## config.mk

```make
export PLATFORM = sky130hd
export DESIGN_NAME = gpio_trig_bank
export DESIGN_NICKNAME = d
export VERILOG_FILES = /design/src/rtl/gpio_trig_pkg.sv /design/src/rtl/gpio_sync.sv /design/src/rtl/gpio_trig_detect.sv /design/src/rtl/gpio_trig_bank.sv
export SDC_FILE = /design/constraint.sdc
export NUM_CORES = 1
export LEC_CHECK = 0
export BUFFER_PORTS_ARGS = -buffer_cell sky130_fd_sc_hd__buf_2
export CORE_AREA = 2 2 130 183
export CTS_CLUSTER_DIAMETER = 200
export CTS_CLUSTER_SIZE = 20
export DETAILED_ROUTE_END_ITERATION = 8
export DIE_AREA = 0 0 132 185
export HOLD_SLACK_MARGIN = 0.12
export PLACE_DENSITY = 0.65
export SETUP_SLACK_MARGIN = 0.4
export SYNTH_ARGS = -nofsm -noshare
export SYNTH_HDL_FRONTEND = slang
export SYNTH_SLANG_ARGS = --single-unit
```

## constraint.sdc

```tcl
create_clock -name clk -period 2.95 [get_ports clk]
set_input_delay 0.295 -clock clk [delete_from_list [all_inputs] [get_ports clk]]
set_output_delay 0.295 -clock clk [all_outputs]
set_load 0.005 [all_outputs]
```

## src/rtl/gpio_trig_pkg.sv

```systemverilog
package gpio_trig_pkg;
   localparam int ADDR_W = 4;
   localparam logic [ADDR_W-1:0] ADR_DIR   = 4'd0;
   localparam logic [ADDR_W-1:0] ADR_DOUT  = 4'd1;
   localparam logic [ADDR_W-1:0] ADR_ALT   = 4'd2;
   localparam logic [ADDR_W-1:0] ADR_PIN   = 4'd3;
   localparam logic [ADDR_W-1:0] ADR_TTYPE = 4'd4;
   localparam logic [ADDR_W-1:0] ADR_EPOL  = 4'd5;
   localparam logic [ADDR_W-1:0] ADR_LPOL  = 4'd6;
   localparam logic [ADDR_W-1:0] ADR_IMASK = 4'd7;
   localparam logic [ADDR_W-1:0] ADR_WMASK = 4'd8;
   localparam logic [ADDR_W-1:0] ADR_ISTAT = 4'd9;
endpackage

```

## src/rtl/gpio_sync.sv

```systemverilog
module gpio_sync #(
   parameter int WIDTH  = 16,
   parameter int STAGES = 2
) (
   input  logic             clk,
   input  logic             rst_n,
   input  logic [WIDTH-1:0] d_i,
   output logic [WIDTH-1:0] q_o
);
   if (STAGES < 2) begin : g_bad_stages
      $error("gpio_sync needs at least two stages");
   end

   logic [WIDTH-1:0] chain_q [STAGES];

   always_ff @(posedge clk or negedge rst_n) begin
      if (!rst_n) chain_q[0] <= '0;
      else        chain_q[0] <= d_i;
   end

   for (genvar s = 1; s < STAGES; s++) begin : g_stage
      always_ff @(posedge clk or negedge rst_n) begin
         if (!rst_n) chain_q[s] <= '0;
         else        chain_q[s] <= chain_q[s-1];
      end
   end

   assign q_o = chain_q[STAGES-1];
endmodule

```

## src/rtl/gpio_trig_detect.sv

```systemverilog
module gpio_trig_detect (
   input  logic clk,
   input  logic rst_n,
   input  logic level_i,
   input  logic is_edge_i,
   input  logic rise_i,
   input  logic act_high_i,
   output logic event_o
);
   logic prev_q;
   logic edge_hit;
   logic level_hit;

   always_ff @(posedge clk or negedge rst_n) begin
      if (!rst_n) prev_q <= 1'b0;
      else        prev_q <= level_i;
   end

   always_comb begin
      if (rise_i) edge_hit = level_i & ~prev_q;
      else        edge_hit = ~level_i & prev_q;
      level_hit = (level_i == act_high_i);
      event_o   = is_edge_i ? edge_hit : level_hit;
   end
endmodule

```

## src/rtl/gpio_trig_bank.sv

```systemverilog
module gpio_trig_bank
   import gpio_trig_pkg::*;
#(
   parameter int DATA_W      = 16,
   parameter int NUM_PINS    = 16,
   parameter int SYNC_STAGES = 2
) (
   input  logic              clk,
   input  logic              rst_n,
   input  logic              bus_sel,
   input  logic              bus_wr,
   input  logic [ADDR_W-1:0] bus_addr,
   input  logic [DATA_W-1:0] bus_wdata,
   output logic [DATA_W-1:0] bus_rdata,
   input  logic [NUM_PINS-1:0] pin_in,
   output logic [NUM_PINS-1:0] pin_out,
   output logic [NUM_PINS-1:0] pin_oe,
   output logic [NUM_PINS-1:0] pin_alt,
   output logic              irq_o,
   output logic              wake_o
);
   localparam logic [NUM_PINS-1:0] ALL_ONES = {NUM_PINS{1'b1}};

   if (NUM_PINS < 1 || NUM_PINS > DATA_W) begin : g_bad_pins
      $error("NUM_PINS must be between 1 and DATA_W");
   end

   logic [NUM_PINS-1:0] dir_q, dout_q, alt_q;
   logic [NUM_PINS-1:0] ttype_q, epol_q, lpol_q;
   logic [NUM_PINS-1:0] imask_q, wmask_q, istat_q;
   logic [NUM_PINS-1:0] sync_lvl;
   logic [NUM_PINS-1:0] ev;
   logic [NUM_PINS-1:0] wr_bits;
   logic                wr_en;

   gpio_sync #(.WIDTH(NUM_PINS), .STAGES(SYNC_STAGES)) u_sync (
      .clk(clk), .rst_n(rst_n), .d_i(pin_in), .q_o(sync_lvl)
   );

   for (genvar p = 0; p < NUM_PINS; p++) begin : g_pin
      gpio_trig_detect u_det (
         .clk(clk), .rst_n(rst_n),
         .level_i(sync_lvl[p]),
         .is_edge_i(ttype_q[p]),
         .rise_i(epol_q[p]),
         .act_high_i(lpol_q[p]),
         .event_o(ev[p])
      );
   end

   assign wr_en   = bus_sel & bus_wr;
   assign wr_bits = bus_wdata[NUM_PINS-1:0];

   always_ff @(posedge clk or negedge rst_n) begin
      if (!rst_n) begin
         dir_q   <= '0;
         dout_q  <= '0;
         alt_q   <= '0;
         ttype_q <= ALL_ONES;
         epol_q  <= ALL_ONES;
         lpol_q  <= ALL_ONES;
         imask_q <= ALL_ONES;
         wmask_q <= ALL_ONES;
      end else if (wr_en) begin
         case (bus_addr)
            ADR_DIR:   dir_q   <= wr_bits;
            ADR_DOUT:  dout_q  <= wr_bits;
            ADR_ALT:   alt_q   <= wr_bits;
            ADR_TTYPE: ttype_q <= wr_bits;
            ADR_EPOL:  epol_q  <= wr_bits;
            ADR_LPOL:  lpol_q  <= wr_bits;
            ADR_IMASK: imask_q <= wr_bits;
            ADR_WMASK: wmask_q <= wr_bits;
            default: ;
         endcase
      end
   end

   always_ff @(posedge clk or negedge rst_n) begin
      if (!rst_n) begin
         istat_q <= '0;
      end else if (wr_en && bus_addr == ADR_ISTAT) begin
         istat_q <= (istat_q & wr_bits) | ev;
      end else begin
         istat_q <= istat_q | ev;
      end
   end

   always_comb begin
      bus_rdata = '0;
      case (bus_addr)
         ADR_DIR:   bus_rdata[NUM_PINS-1:0] = dir_q;
         ADR_DOUT:  bus_rdata[NUM_PINS-1:0] = dout_q;
         ADR_ALT:   bus_rdata[NUM_PINS-1:0] = alt_q;
         ADR_PIN:   bus_rdata[NUM_PINS-1:0] = sync_lvl;
         ADR_TTYPE: bus_rdata[NUM_PINS-1:0] = ttype_q;
         ADR_EPOL:  bus_rdata[NUM_PINS-1:0] = epol_q;
         ADR_LPOL:  bus_rdata[NUM_PINS-1:0] = lpol_q;
         ADR_IMASK: bus_rdata[NUM_PINS-1:0] = imask_q;
         ADR_WMASK: bus_rdata[NUM_PINS-1:0] = wmask_q;
         ADR_ISTAT: bus_rdata[NUM_PINS-1:0] = istat_q;
         default:   bus_rdata = '0;
      endcase
   end

   assign pin_oe  = dir_q;
   assign pin_out = dout_q;
   assign pin_alt = alt_q;
   assign irq_o   = |(istat_q & ~imask_q);
   assign wake_o  = |(istat_q & ~wmask_q);
endmodule

```

==> metrics <==
Final setup viols 0; power per cell area 653 mW/mm^2; Worst path slowest cell and2_1; Final Cycle Share 84.1%; initial DRC count 548; Hold Path Class in2reg; Synth async-reset ratio 100%; largest net degree at the start of global routing between 70 and 80; area leader, netlist dfrtp_1; Leak between 4 and 5 nW; vias in the first global route around 6500; routed vias ~6500; Rows 66; Slew @ Worst Pin 0.622 ns; first-pass GRT wire length 38400 um; routed length per placed instance between 20 and 25 um; number of synthesized flops with an enable pin 0; CTS tree yes; fraction of synthesized cell area taken by the top area cell type 31.1%; Min Clock Period, post-route approximately 2.5 ns; global routing's busiest layer met2; grt met3 use 3.61%; Post-DP HPWL 17100 um; post-CTS setup buffers 0; CP top delay family simple AND/OR/NAND/NOR gates; register area share after synthesis 54.4%; dominant synthesized flop cell dfrtp_1; number of cells on the critical path 6; fill count between 2000 and 2500; die area around 0.024 sq mm; Slew HR around three fifths; Core ar. between 0.02 and 0.025 sq mm; Buffers & Inverters on Critical Path 2; hold path cells 3; Yosys warning total 0; antenna violations before repair 1; gp weighted congestion 0.889; CP arrival 2.18 ns; crit end category output pin; final hold viol count 0; top-count cell post-synth dfrtp_1; DRC Markers 0; Seq cells post-synth 192; final global-route overflow total 0; Tot GR Track Use 20.9%; share of layout cells above drive strength 1 44.6%; Post-Route Skew ~0.0095 ns; M1 GR Usage about a quarter; Nets 861; GR Layer Usage met2 34.4%; remaining antenna violation count after routing 0; number of clock sinks 192; CP peak stage delay 0.57 ns; RSZ-0062 raised after global routing false; status complete, no violations; syn_area_per_cell 13.0 sq um; Final Max Slew Viols 0; Yosys cell types 50; DRT Pass-1 Iters 7; TritonCTS Buffers 17; final core occ 46.4%; commonest cells in the netlist dfrtp_1, dfstp_2, mux2_2, mux2_4, o21ai_0; Crit Path Category in2out; WL final 24900 um; port bufs approximately 110; Syn Nets 733; cell count after synthesis 693; Max Clk Rate 0.403 GHz; crit path cell chain buf_2 -> and2b_4 -> and2_1 -> a222oi_1 -> o31ai_1 -> buf_2; vias per inst ~5.7; Die Width between 100 and 150 um; worst endpoint required time 2.65 ns; R2R depth 3; CP startpoint kind input pin; Initial Util around 39%; Synth area leaders dfrtp_1, dfstp_2, mux2_2, mux2_4, mux2_1; synthesized area between 0.009 and 0.01 sq mm; Die Ht ~190 um; htree depth 4; IO Count ~110; CP Max Fanout 21; Worst path most repeated cell buf_2; clock root cell clkbuf_16; Area growth, synth to finish 17.7%; CTS clk-pin slew, worst paths 0.07 ns; clock buffer depth 2; post-route setup TNS 0 ns; MaxCap Viol Count 0; Antenna diodes 0; maximum vdd drop 0.399 mV; Worst-Skew Late Latency 0.45 ns
[final cells by class]
type	count	area [sq um]	share of cell area (%)
Sequential cell	192	4900	46.2
Multi-Input combinational cell	436	3750	35.3
Timing Repair Buffer	148	925	8.71
Clock buffer	19	443	4.17
Tap cell	306	383	3.61
Clock inverter	13	120	1.13
Inverter	26	97.6	0.919
[cells in the final DEF, fill, tap and decap left out, drive strengths merged, types with 5 or more instances in the layout]
cell         instances
a22oi                5
a32o                 5
buf                130
a22o                14
o31ai                5
a21oi                6
a222oi               6
mux2i               13
dlygate4sd3         17
nor2                24
o21ai               44
and2                 5
o211ai              19
dfrtp              112
nand3               11
inv                 32
nor2b                5
mux2               138
nand2               36
a221oi              24
clkbuf              20
nor3b               17
dfstp               80
o22ai               11
xor2                16
[power by group]
group	switching, W	internal, W
Clock	0.00109	0.00113
Sequential	0.000392	0.00319
Combinational	0.000500	0.000634
Total	0.00198	0.00495
[state kept, by name, summed over array words and instances, names as in the netlist]
name	cells
epol_q	16
g_pin.u_det.prev_q	16
imask_q	16
istat_q	16
lpol_q	16
pin_alt	16
pin_oe	16
pin_out	16
ttype_q	16
u_sync.chain_q	16
u_sync.q_o	16
wmask_q	16
[per-layer routing]
layer,vias to the layer above,part of all wire [%]
met2,272,49
li1,2827,-
met5,-,0.052
met3,64,5.6
met4,2,4.8
met1,3291,40
[stage by stage]
step	cells	hold WS, ns	area (sq um)	power [W]	worst slack [ns]
detailed placement	1091	0.308	9890	0.00473	0.553
finish	1140	0.150	10600	0.00693	0.470
CTS	1140	0.140	10600	0.00699	0.545
global placement	1091	0.301	9890	0.00471	0.553
floorplan	693	-0.000591	9020	0.00418	1.33
global route	1140	0.153	10600	0.00725	0.461
[final timing paths]
check | from | end | slack (ns)
worst max-delay path | bus_addr[3] | bus_rdata[0] | 0.47
worst min-delay path | bus_wdata[9] | imask_q[9] | 0.15
worst max register to register | epol_q[13] | istat_q[13] | 1.91
worst min register to register | u_sync.chain_q[17] | u_sync.q_o[1] | 0.34
max in group asynchronous | rst_n | lpol_q[5] | 1.78
min in group asynchronous | rst_n | u_sync.chain_q[25] | 0.38
[kinds of logic (layout without fill, tap and decap cells)]
kind of cell | Yosys count | count (layout) | synth area share (%)
simple gates | 115 | 115 | 7.25
buf+inv | 65 | 206 | 4.10
flops | 192 | 192 | 54.4
mux | 151 | 151 | 20.3
xor+xnor | 16 | 16 | 1.55
compound gates | 154 | 154 | 12.4
[repair_timing]
action                                 4_1_cts  5_1_grt
endpoints found under the hold margin       58        0
setup endpoints to repair                    0        1
hold buffers                                17        0
resized for setup                            0        1
[worst reg2reg max path: stages, from the launching register on]
cell and delay [ns]:
dfstp_2 0.58, nor3b_1 0.07, o21ai_0 0.15, o211ai_1 0.11
(Power assumes the default switching activity.)
